--- config.mk ---
export PLATFORM = sky130hd
export DESIGN_NAME = dma_xlate_guard
export DESIGN_NICKNAME = d
export VERILOG_FILES = /design/src/rtl/iotc_pkg.sv /design/src/rtl/dev_dom_table.sv /design/src/rtl/xlate_tlb.sv /design/src/rtl/dma_xlate_guard.sv
export SDC_FILE = /design/constraint.sdc
export NUM_CORES = 2
export LEC_CHECK = 0
export BUFFER_PORTS_ARGS = -buffer_cell sky130_fd_sc_hd__buf_2
export CORE_MARGIN = 3
export CORE_UTILIZATION = 38
export CTS_CLUSTER_DIAMETER = 60
export CTS_CLUSTER_SIZE = 10
export DETAILED_ROUTE_END_ITERATION = 10
export PLACE_DENSITY = 0.52
export SLEW_MARGIN = 30
export SYNTH_ARGS = -nofsm -noshare
export SYNTH_HDL_FRONTEND = slang
export SYNTH_SLANG_ARGS = --single-unit
export TNS_END_PERCENT = 5
--- constraint.sdc ---
create_clock -name clk -period 5.6 [get_ports clk]
set_input_delay 0.56 -clock clk [delete_from_list [all_inputs] [get_ports clk]]
set_output_delay 0.56 -clock clk [all_outputs]
set_load 0.02 [all_outputs]
--- src/rtl/iotc_pkg.sv ---
package iotc_pkg;
    typedef enum logic [1:0] {
        XS_OK   = 2'd0,
        XS_PERM = 2'd1,
        XS_NP   = 2'd2
    } xl_status_e;

    typedef enum logic [1:0] {
        F_IDLE  = 2'd0,
        F_LOOK  = 2'd1,
        F_FETCH = 2'd2
    } xl_fsm_e;

    function automatic logic access_ok(input logic is_wr, input logic rd_ok, input logic wr_ok);
        return is_wr ? wr_ok : rd_ok;
    endfunction
endpackage

--- src/rtl/dev_dom_table.sv ---
module dev_dom_table #(
    parameter int DEV_W = 4,
    parameter int DOM_W = 4
) (
    input  logic             clk,
    input  logic             rst_n,
    input  logic             wr_en,
    input  logic [DEV_W-1:0] wr_dev,
    input  logic [DOM_W-1:0] wr_dom,
    input  logic             wr_rd,
    input  logic             wr_wr,
    input  logic [DEV_W-1:0] rd_dev,
    output logic [DOM_W-1:0] rd_dom,
    output logic             rd_rd,
    output logic             rd_wr
);
    localparam int NDEV = 1 << DEV_W;

    typedef struct packed {
        logic [DOM_W-1:0] dom;
        logic             rd;
        logic             wr;
    } dent_t;

    dent_t [NDEV-1:0] tab_d, tab_q;

    always_comb begin
        tab_d = tab_q;
        if (wr_en) begin
            tab_d[wr_dev] = '{dom: wr_dom, rd: wr_rd, wr: wr_wr};
        end
    end

    always_ff @(posedge clk) begin
        if (!rst_n) tab_q <= '0;
        else        tab_q <= tab_d;
    end

    assign rd_dom = tab_q[rd_dev].dom;
    assign rd_rd  = tab_q[rd_dev].rd;
    assign rd_wr  = tab_q[rd_dev].wr;
endmodule

--- src/rtl/xlate_tlb.sv ---
module xlate_tlb #(
    parameter int N_ENT = 8,
    parameter int DOM_W = 4,
    parameter int VPN_W = 20,
    parameter int PPN_W = 24
) (
    input  logic             clk,
    input  logic             rst_n,
    input  logic [DOM_W-1:0] lk_dom,
    input  logic [VPN_W-1:0] lk_vpn,
    output logic             lk_hit,
    output logic             lk_rd,
    output logic             lk_wr,
    output logic [PPN_W-1:0] lk_ppn,
    input  logic             fill_en,
    input  logic [DOM_W-1:0] fill_dom,
    input  logic [VPN_W-1:0] fill_vpn,
    input  logic             fill_rd,
    input  logic             fill_wr,
    input  logic [PPN_W-1:0] fill_ppn
);
    localparam int PTR_W = (N_ENT > 1) ? $clog2(N_ENT) : 1;

    typedef struct packed {
        logic             v;
        logic [DOM_W-1:0] dom;
        logic [VPN_W-1:0] vpn;
        logic             rd;
        logic             wr;
        logic [PPN_W-1:0] ppn;
    } tent_t;

    typedef struct packed {
        tent_t [N_ENT-1:0] e;
        logic [PTR_W-1:0]  ptr;
    } tstate_t;

    tstate_t s_d, s_q;
    logic [N_ENT-1:0] match;

    for (genvar g = 0; g < N_ENT; g++) begin : g_match
        assign match[g] = s_q.e[g].v && (s_q.e[g].dom == lk_dom) && (s_q.e[g].vpn == lk_vpn);
    end

    always_comb begin
        lk_rd  = 1'b0;
        lk_wr  = 1'b0;
        lk_ppn = '0;
        for (int i = 0; i < N_ENT; i++) begin
            if (match[i]) begin
                lk_rd  = lk_rd  | s_q.e[i].rd;
                lk_wr  = lk_wr  | s_q.e[i].wr;
                lk_ppn = lk_ppn | s_q.e[i].ppn;
            end
        end
    end
    assign lk_hit = |match;

    always_comb begin
        s_d = s_q;
        if (fill_en) begin
            s_d.e[s_q.ptr] = '{v: 1'b1, dom: fill_dom, vpn: fill_vpn,
                               rd: fill_rd, wr: fill_wr, ppn: fill_ppn};
            s_d.ptr = (s_q.ptr == PTR_W'(N_ENT - 1)) ? '0 : s_q.ptr + 1'b1;
        end
    end

    always_ff @(posedge clk) begin
        if (!rst_n) s_q <= '0;
        else        s_q <= s_d;
    end
endmodule

--- src/rtl/dma_xlate_guard.sv ---
module dma_xlate_guard #(
    parameter int DEV_W    = 4,
    parameter int DOM_W    = 4,
    parameter int IOA_W    = 32,
    parameter int SYS_W    = 36,
    parameter int PG_SHIFT = 12,
    parameter int TLB_N    = 8
) (
    input  logic                      clk,
    input  logic                      rst_n,
    input  logic                      cfg_we,
    input  logic [DEV_W-1:0]          cfg_dev,
    input  logic [DOM_W-1:0]          cfg_dom,
    input  logic                      cfg_rd_en,
    input  logic                      cfg_wr_en,
    input  logic                      req_valid,
    output logic                      req_ready,
    input  logic [DEV_W-1:0]          req_dev,
    input  logic [IOA_W-1:0]          req_addr,
    input  logic                      req_write,
    output logic                      rsp_valid,
    output logic [1:0]                rsp_status,
    output logic [SYS_W-1:0]          rsp_addr,
    output logic                      fetch_valid,
    output logic [DOM_W-1:0]          fetch_dom,
    output logic [IOA_W-PG_SHIFT-1:0] fetch_vpn,
    input  logic                      fetch_rsp_valid,
    input  logic                      fetch_rsp_present,
    input  logic                      fetch_rsp_rd,
    input  logic                      fetch_rsp_wr,
    input  logic [SYS_W-PG_SHIFT-1:0] fetch_rsp_ppn
);
    import iotc_pkg::*;

    localparam int VPN_W = IOA_W - PG_SHIFT;
    localparam int PPN_W = SYS_W - PG_SHIFT;

    typedef struct packed {
        xl_fsm_e          fsm;
        logic [DEV_W-1:0] dev;
        logic [IOA_W-1:0] addr;
        logic             wr;
        logic [DOM_W-1:0] dom;
        logic             drd;
        logic             dwr;
        logic             rv;
        logic [1:0]       rst;
        logic [SYS_W-1:0] raddr;
    } gstate_t;

    gstate_t g_d, g_q;

    logic [DOM_W-1:0] tab_dom;
    logic             tab_rd, tab_wr;
    logic             hit, hit_rd, hit_wr;
    logic [PPN_W-1:0] hit_ppn;
    logic             fill_en;

    dev_dom_table #(.DEV_W(DEV_W), .DOM_W(DOM_W)) u_dtab (
        .clk    (clk),
        .rst_n  (rst_n),
        .wr_en  (cfg_we),
        .wr_dev (cfg_dev),
        .wr_dom (cfg_dom),
        .wr_rd  (cfg_rd_en),
        .wr_wr  (cfg_wr_en),
        .rd_dev (g_q.dev),
        .rd_dom (tab_dom),
        .rd_rd  (tab_rd),
        .rd_wr  (tab_wr)
    );

    xlate_tlb #(.N_ENT(TLB_N), .DOM_W(DOM_W), .VPN_W(VPN_W), .PPN_W(PPN_W)) u_tlb (
        .clk      (clk),
        .rst_n    (rst_n),
        .lk_dom   (tab_dom),
        .lk_vpn   (g_q.addr[IOA_W-1:PG_SHIFT]),
        .lk_hit   (hit),
        .lk_rd    (hit_rd),
        .lk_wr    (hit_wr),
        .lk_ppn   (hit_ppn),
        .fill_en  (fill_en),
        .fill_dom (g_q.dom),
        .fill_vpn (g_q.addr[IOA_W-1:PG_SHIFT]),
        .fill_rd  (fetch_rsp_rd),
        .fill_wr  (fetch_rsp_wr),
        .fill_ppn (fetch_rsp_ppn)
    );

    always_comb begin
        g_d     = g_q;
        g_d.rv  = 1'b0;
        fill_en = 1'b0;
        unique case (g_q.fsm)
            F_IDLE: begin
                if (req_valid) begin
                    g_d.dev  = req_dev;
                    g_d.addr = req_addr;
                    g_d.wr   = req_write;
                    g_d.fsm  = F_LOOK;
                end
            end
            F_LOOK: begin
                g_d.dom = tab_dom;
                g_d.drd = tab_rd;
                g_d.dwr = tab_wr;
                if (hit) begin
                    g_d.rv  = 1'b1;
                    g_d.fsm = F_IDLE;
                    if (access_ok(g_q.wr, hit_rd & tab_rd, hit_wr & tab_wr)) begin
                        g_d.rst   = XS_OK;
                        g_d.raddr = {hit_ppn, g_q.addr[PG_SHIFT-1:0]};
                    end else begin
                        g_d.rst   = XS_PERM;
                        g_d.raddr = '0;
                    end
                end else begin
                    g_d.fsm = F_FETCH;
                end
            end
            F_FETCH: begin
                if (fetch_rsp_valid) begin
                    g_d.rv    = 1'b1;
                    g_d.fsm   = F_IDLE;
                    g_d.raddr = '0;
                    if (!fetch_rsp_present) begin
                        g_d.rst = XS_NP;
                    end else begin
                        fill_en = 1'b1;
                        if (access_ok(g_q.wr, fetch_rsp_rd & g_q.drd, fetch_rsp_wr & g_q.dwr)) begin
                            g_d.rst   = XS_OK;
                            g_d.raddr = {fetch_rsp_ppn, g_q.addr[PG_SHIFT-1:0]};
                        end else begin
                            g_d.rst = XS_PERM;
                        end
                    end
                end
            end
            default: g_d.fsm = F_IDLE;
        endcase
    end

    always_ff @(posedge clk) begin
        if (!rst_n) begin
            g_q     <= '0;
            g_q.fsm <= F_IDLE;
        end else begin
            g_q <= g_d;
        end
    end

    assign req_ready   = (g_q.fsm == F_IDLE);
    assign fetch_valid = (g_q.fsm == F_FETCH);
    assign fetch_dom   = g_q.dom;
    assign fetch_vpn   = g_q.addr[IOA_W-1:PG_SHIFT];
    assign rsp_valid   = g_q.rv;
    assign rsp_status  = g_q.rst;
    assign rsp_addr    = g_q.raddr;
endmodule

[Word level (Yosys, flattened, before mapping)]
Index checks and enable logic that the tools add are counted.
Cells by class
  $lt $le $gt $ge: 5
  bitwise operators: 25
  eq/ne operators: 22
  muxes and demuxes: 50
  reductions and logical operators: 24
  add/subtract/negate cells: 1
Operator list (number)
  bitwise mux 408 bit: 1
  two-way mux 24 bit: 8
  OR 24 bit: 7
  equality test 20 bit: 8
  demux 51 bit (select 3 bit): 1
  two-way mux 39 bit: 3
  bitwise mux 96 bit: 1
  case mux 39 bit (2 select lines): 1
  two-way mux 36 bit: 2
  two-way mux 51 bit: 1
  two-way mux 37 bit: 1
  equality test 4 bit: 8
  binary-select mux 6 bit (select 4 bit): 1
  demux 6 bit (select 4 bit): 1
  two-way mux 1 bit: 22
  logical AND 1 bit: 18
  OR 1 bit: 14
  two-way mux 6 bit: 2
  less-than comparator 4 x 5 -> 1 bit, second input constant: 2
  OR reduction 8 bit: 1
  two-way mux 2 bit: 3
  case mux 2 bit (3 select lines): 1
  AND 1 bit: 4
  greater-or-equal comparator 4 x 1 -> 1 bit, second input constant: 1
  other kinds (13): 15
Word-level totals
  output and inout bits: 65
  flip-flop bits (word level): 591
  input port bits: 79

[Logic depth before layout (Yosys ltp)]
  depth after elaboration: 25
  gate-level depth with buffers: 16

[By module]
From an unflattened synthesis, not the netlist that was laid out.
Unflattened totals
  cell total of the unflattened synthesis: 3381
  area total of the unflattened synthesis: 28661.2 µm²
Modules (own cells, without submodules)
  xlate_tlb: area an instance 20121.8 µm², cells each 2439, sequential area each 8227.9 µm², times used 1
  dev_dom_table: area an instance 4807.1 µm², cells each 522, sequential area each 1921.8 µm², times used 1
  dma_xlate_guard: area an instance 3732.3 µm², cells each 420, sequential area each 1681.6 µm², times used 1

[Worst setup path before layout]
No wires, ideal clock.
  kind: reg2reg
  start point: reg g_q[78] (netlist name)
  end point: reg g_q, in the netlist rsp_addr[10]
  slack: 2.209 ns
  cell stages (with the launch flop): 14
  arrival time: 3.321 ns
  path buffers: 3
  library setup time: 0.070 ns
  path through: dfxtp_1 > buf_6 > buf_8 > mux2i_1 > mux4_2 > mux2i_4 > xor2_1 > nor4b_2 > nor3b_4 > a2111oi_2 > a2111oi_2 > a32oi_2 > buf_4 > o2bb2ai_1
Between the ends
  longest elaborated chain between the ends: 25
  elaborated cells on any way between the ends: 65
  those cells by class: eq/ne: 9; mux: 22; bitwise: 16; reduce/logical: 18
RTL lines
  start, declared: RTL line dma_xlate_guard.sv:51  | gstate_t g_d, g_q;
  start signal, assigned: RTL line dma_xlate_guard.sv:148  | g_q <= g_d;
  binary-select mux 6 bit (select 4 bit) *: RTL line dev_dom_table.sv:39, dev_dom_table.sv:40, dev_dom_table.sv:41
  two-way mux 6 bit (implied by the code) *: RTL line dev_dom_table.sv:39  | assign rd_dom = tab_q[rd_dev].dom;
  equality test 4 bit: RTL line xlate_tlb.sv:42  | assign match[g] = s_q.e[g].v && (s_q.e[g].dom == lk_dom) && (s_q.e[g].vpn == lk_vpn);
  logical AND 1 bit (2 in series): RTL line xlate_tlb.sv:42
  two-way mux 1 bit: RTL line xlate_tlb.sv:50  | if (match[i]) begin
  OR 1 bit, on equally long branches: RTL line xlate_tlb.sv:51, xlate_tlb.sv:52
  two-way mux 1 bit: RTL line xlate_tlb.sv:50
  OR 1 bit, on equally long branches: RTL line xlate_tlb.sv:51, xlate_tlb.sv:52
  (+8 left out)
  two-way mux 1 bit: RTL line xlate_tlb.sv:50
  OR 1 bit, on equally long branches: RTL line xlate_tlb.sv:51, xlate_tlb.sv:52
  two-way mux 1 bit: RTL line xlate_tlb.sv:50
  AND 1 bit: RTL line dma_xlate_guard.sv:110  | if (access_ok(g_q.wr, hit_rd & tab_rd, hit_wr & tab_wr)) begin
  two-way mux 1 bit: RTL line iotc_pkg.sv:15  | return is_wr ? wr_ok : rd_ok;
  two-way mux 37 bit: RTL line dma_xlate_guard.sv:110
  two-way mux 39 bit: RTL line dma_xlate_guard.sv:107  | if (hit) begin
  case mux 39 bit (2 select lines): RTL line dma_xlate_guard.sv:94  | unique case (g_q.fsm)
Mark *: on every way between the ends. The rest lies on a longest branch, timed or not. The select of a mux whose other input is x is not followed.
A chain may end at the register's enable or synchronous reset.

[Worst setup path in the final report]
  start point: reg g_q[78] (netlist name)
  end point: reg g_q, in the netlist rsp_addr[15]
Same word-level chain as after synthesis.

==> out/qor.yml <==
timing:
  fin_crit_sh_pct: 84.2
  max_freq_mhz: 212
  tightest_slew_ns: 0.978
  finalCriticalPeriod_ns: 4.72
  rsz0062_at_grt: "false"
  timing.final.max_slew_violations: 0
  hold_viol_final: 0
  final.setup.worst_slack_ns: 0.883
  slew_headroom_pct: 34.8
  finalClockSkew_ns: 0.0168
  fin_hold_ws_ns: 0.190
  setup_tns_ns: 0
  finalSetupViolations: 0
cts:
  cts_sinks: 591
  hold_buffers: 0
  postCtsSetupRepairBufs: 0
  htree_levels: 3
  cts_tree: "done"
  cts_buffers: 71
  clk_path_buf_depth: 3
  insertion_delay_ns: 0.60
  cts_resized: 0
  clk_pin_slew_ns: 0.06
  root_buffer: "clkbuf_16"
synthesis:
  ys_seq_area_share_pct: 44.3
  synth_top_area_share_pct: 44.3
  synth_most_common_cell: "nand2_1"
  synth_area_leaders: "dfxtp_1 44%, nand2_1 13%, a21oi_1 8.5%"
  synth_area_per_cell_sq_um: 8.17
  ys_seq_elements: 591
  yosys-top-cells-count: "904 x nand2_1, 591 x dfxtp_1, 454 x a21oi_1"
  ys_async_sr_fraction_pct: 0
  synthCells: 3267
  yosys.area.top_type: "dfxtp_1"
  ys.flop_type: "dfxtp_1"
  ys_warn_count: 0
  syn_nets: 3351
  synth_area_sq_mm: 0.0267
  synth-edff-count: 0
  yosys.cell_types.count: 72
grt:
  grt-ovfl-total: 0
  grt_start_max_net_pins: 184
  grt_pass1_wl_um: 129000
  grt_use_total_pct: 22.2
  antenna_found_initial: 1
  grt_pass1_vias: 21800
finish:
  syn2layout_area_growth_pct: 10.6
  fillers: 6867
  drive_gt1_share_pct: 11.3
  final_area_sq_mm: 0.0295
  final_util_pct: 42.8
  nNetsFinal: 3292
  instances_no_fill: 4151
die:
  rows: 96
  coreArea_sq_mm: 0.0691
  die-area_sq_mm: 0.0735
  die_w_um: 271
  die_y_um: 271
  ioPinCount: 144
  start_util_pct: 38.7
critical_path:
  cp_data_required_time_ns: 6.13
  end_kind: "register"
  crit_fanout: 25
  crit_type: "reg2reg"
  r2r_cells: 13
  arrival_ns: 5.25
  start_kind: "register"
route:
  totalWireLength_um: 84300
  routed-wl-met3_um: 3350
  vias_per_cell: 5.41
  drt-wirelength-per-cell_um: 20.3
  met2WireLength_um: 41900
  drt-initial-drc-count: 1534
  met1Wirelength_um: 36900
  firstDrtPassIters: 5
  postRouteAntennaNets: 0
  route.detailed.drc: 0
  top_layer: "met4"
  vias: 22500
placed_design:
  numPortBuffers: 143
  dpl-instance-area_sq_mm: 0.0276
  dp_slack_ns: 0.869
  gp_congestion: 0.852
  place_hpwl_um: 53200
  dp_cells: 4066
worst_hold_path:
  holdPathStages: 3
  hold_class: "in2reg"
power:
  p_leak_nw: 10.4
  design_power_total_mw: 9.11
  powerDensity_mw_per_mm2: 308
  vdd_ir_drop_max_v: 0.000208
flow_run:
  maxCapViolations: 0
outcome:
  status: "complete, no violations"
area by class of cell:
| type | instances | area [sq um] | share of cell area, % |
|---|---|---|---|
| repair buffers | 216 | 1280 | 4.33 |
| inverters | 22 | 90.1 | 0.305 |
| clock inverters | 9 | 95.1 | 0.322 |
| flip-flops and latches | 591 | 11800 | 40.1 |
| well taps | 931 | 1160 | 3.94 |
| diodes | 1 | 2.50 | 0.00847 |
| multi-input cells | 2306 | 13200 | 44.8 |
| clock buffers | 75 | 1840 | 6.24 |
flip-flops by register name, indices dropped and copies added (netlist names):
| name | count |
|---|---|
| rsp_addr | 36 |
| u_tlb.s_q | 411 |
| fetch_dom | 4 |
| g_q | 21 |
| u_dtab.tab_q | 96 |
| rsp_valid | 1 |
| fetch_vpn | 20 |
| rsp_status | 2 |
routing by layer:
| metal | up-vias | track usage [%] |
|---|---|---|
| met2 | 532 | 39.2 |
| met5 | - | 0 |
| met1 | 10900 | 28.1 |
| met4 | 0 | 7.10 |
| met3 | 141 | 2.67 |
| li1 | 10800 | - |
worst max-delay path, cell delays in order, from the launching register on:
cell,delay [ns]
dfxtp_2,0.76
buf_4,0.34
mux2i_1,0.10
mux4_2,0.55
mux2i_4,0.44
xor2_1,0.15
nor4b_2,0.47
nor3b_4,0.34
buf_4,0.42
a22oi_1,0.13
a31oi_1,0.25
o2111ai_2,0.14
buf_4,0.29
o21ai_0,0.19
kinds of logic after synthesis:
logic type,synth area share (%)
AO/OA/AOI/OAI,15.3
adder cells (fa/ha/maj),0.234
XOR/XNOR,6.18
buffers and inverters,6.46
AND/OR/NAND/NOR,21.0
multiplexers,6.60
flip-flops,44.3
where the power goes:
group | switching, mW | internal (mW) | total [mW]
Combinational | 0.457 | 0.238 | 0.695
Sequential | 0.0768 | 4.24 | 4.32
Clock | 1.72 | 2.37 | 4.09
Total | 2.25 | 6.85 | 9.11
layout by cell type (no fill, tap or decap), drive strengths merged, types with 23 or more instances in the layout:
master  netlist  routed
a22o         26      26
xnor2        84      84
a221oi       26      26
dfxtp       591     591
nor2        142     142
nor3b        23      23
a32oi        29      29
a22oi        60      60
clkbuf      258      75
nand2       904     904
buf          90     216
nand4        35      35
nand3        25      25
and3         30      30
nor4         34      34
mux2i       127     127
xor2        102     102
inv          22      27
a21oi       455     455
o21ai        33      33
final timing paths:
check,startpoint,end,slack (ns)
setup / recovery,g_q[78]$_SDFFE_PN0P_,rsp_addr[15]$_SDFFE_PN0P_,0.88
setup reg to reg,g_q[78]$_SDFFE_PN0P_,rsp_addr[15]$_SDFFE_PN0P_,0.88
hold reg to reg,g_q[53]$_SDFFE_PN0P_,rsp_addr[7]$_SDFFE_PN0P_,0.44
hold / removal,req_addr[13],fetch_vpn[1]$_SDFFE_PN0P_,0.19
No activity file was read; power rests on OpenSTA's default activity.
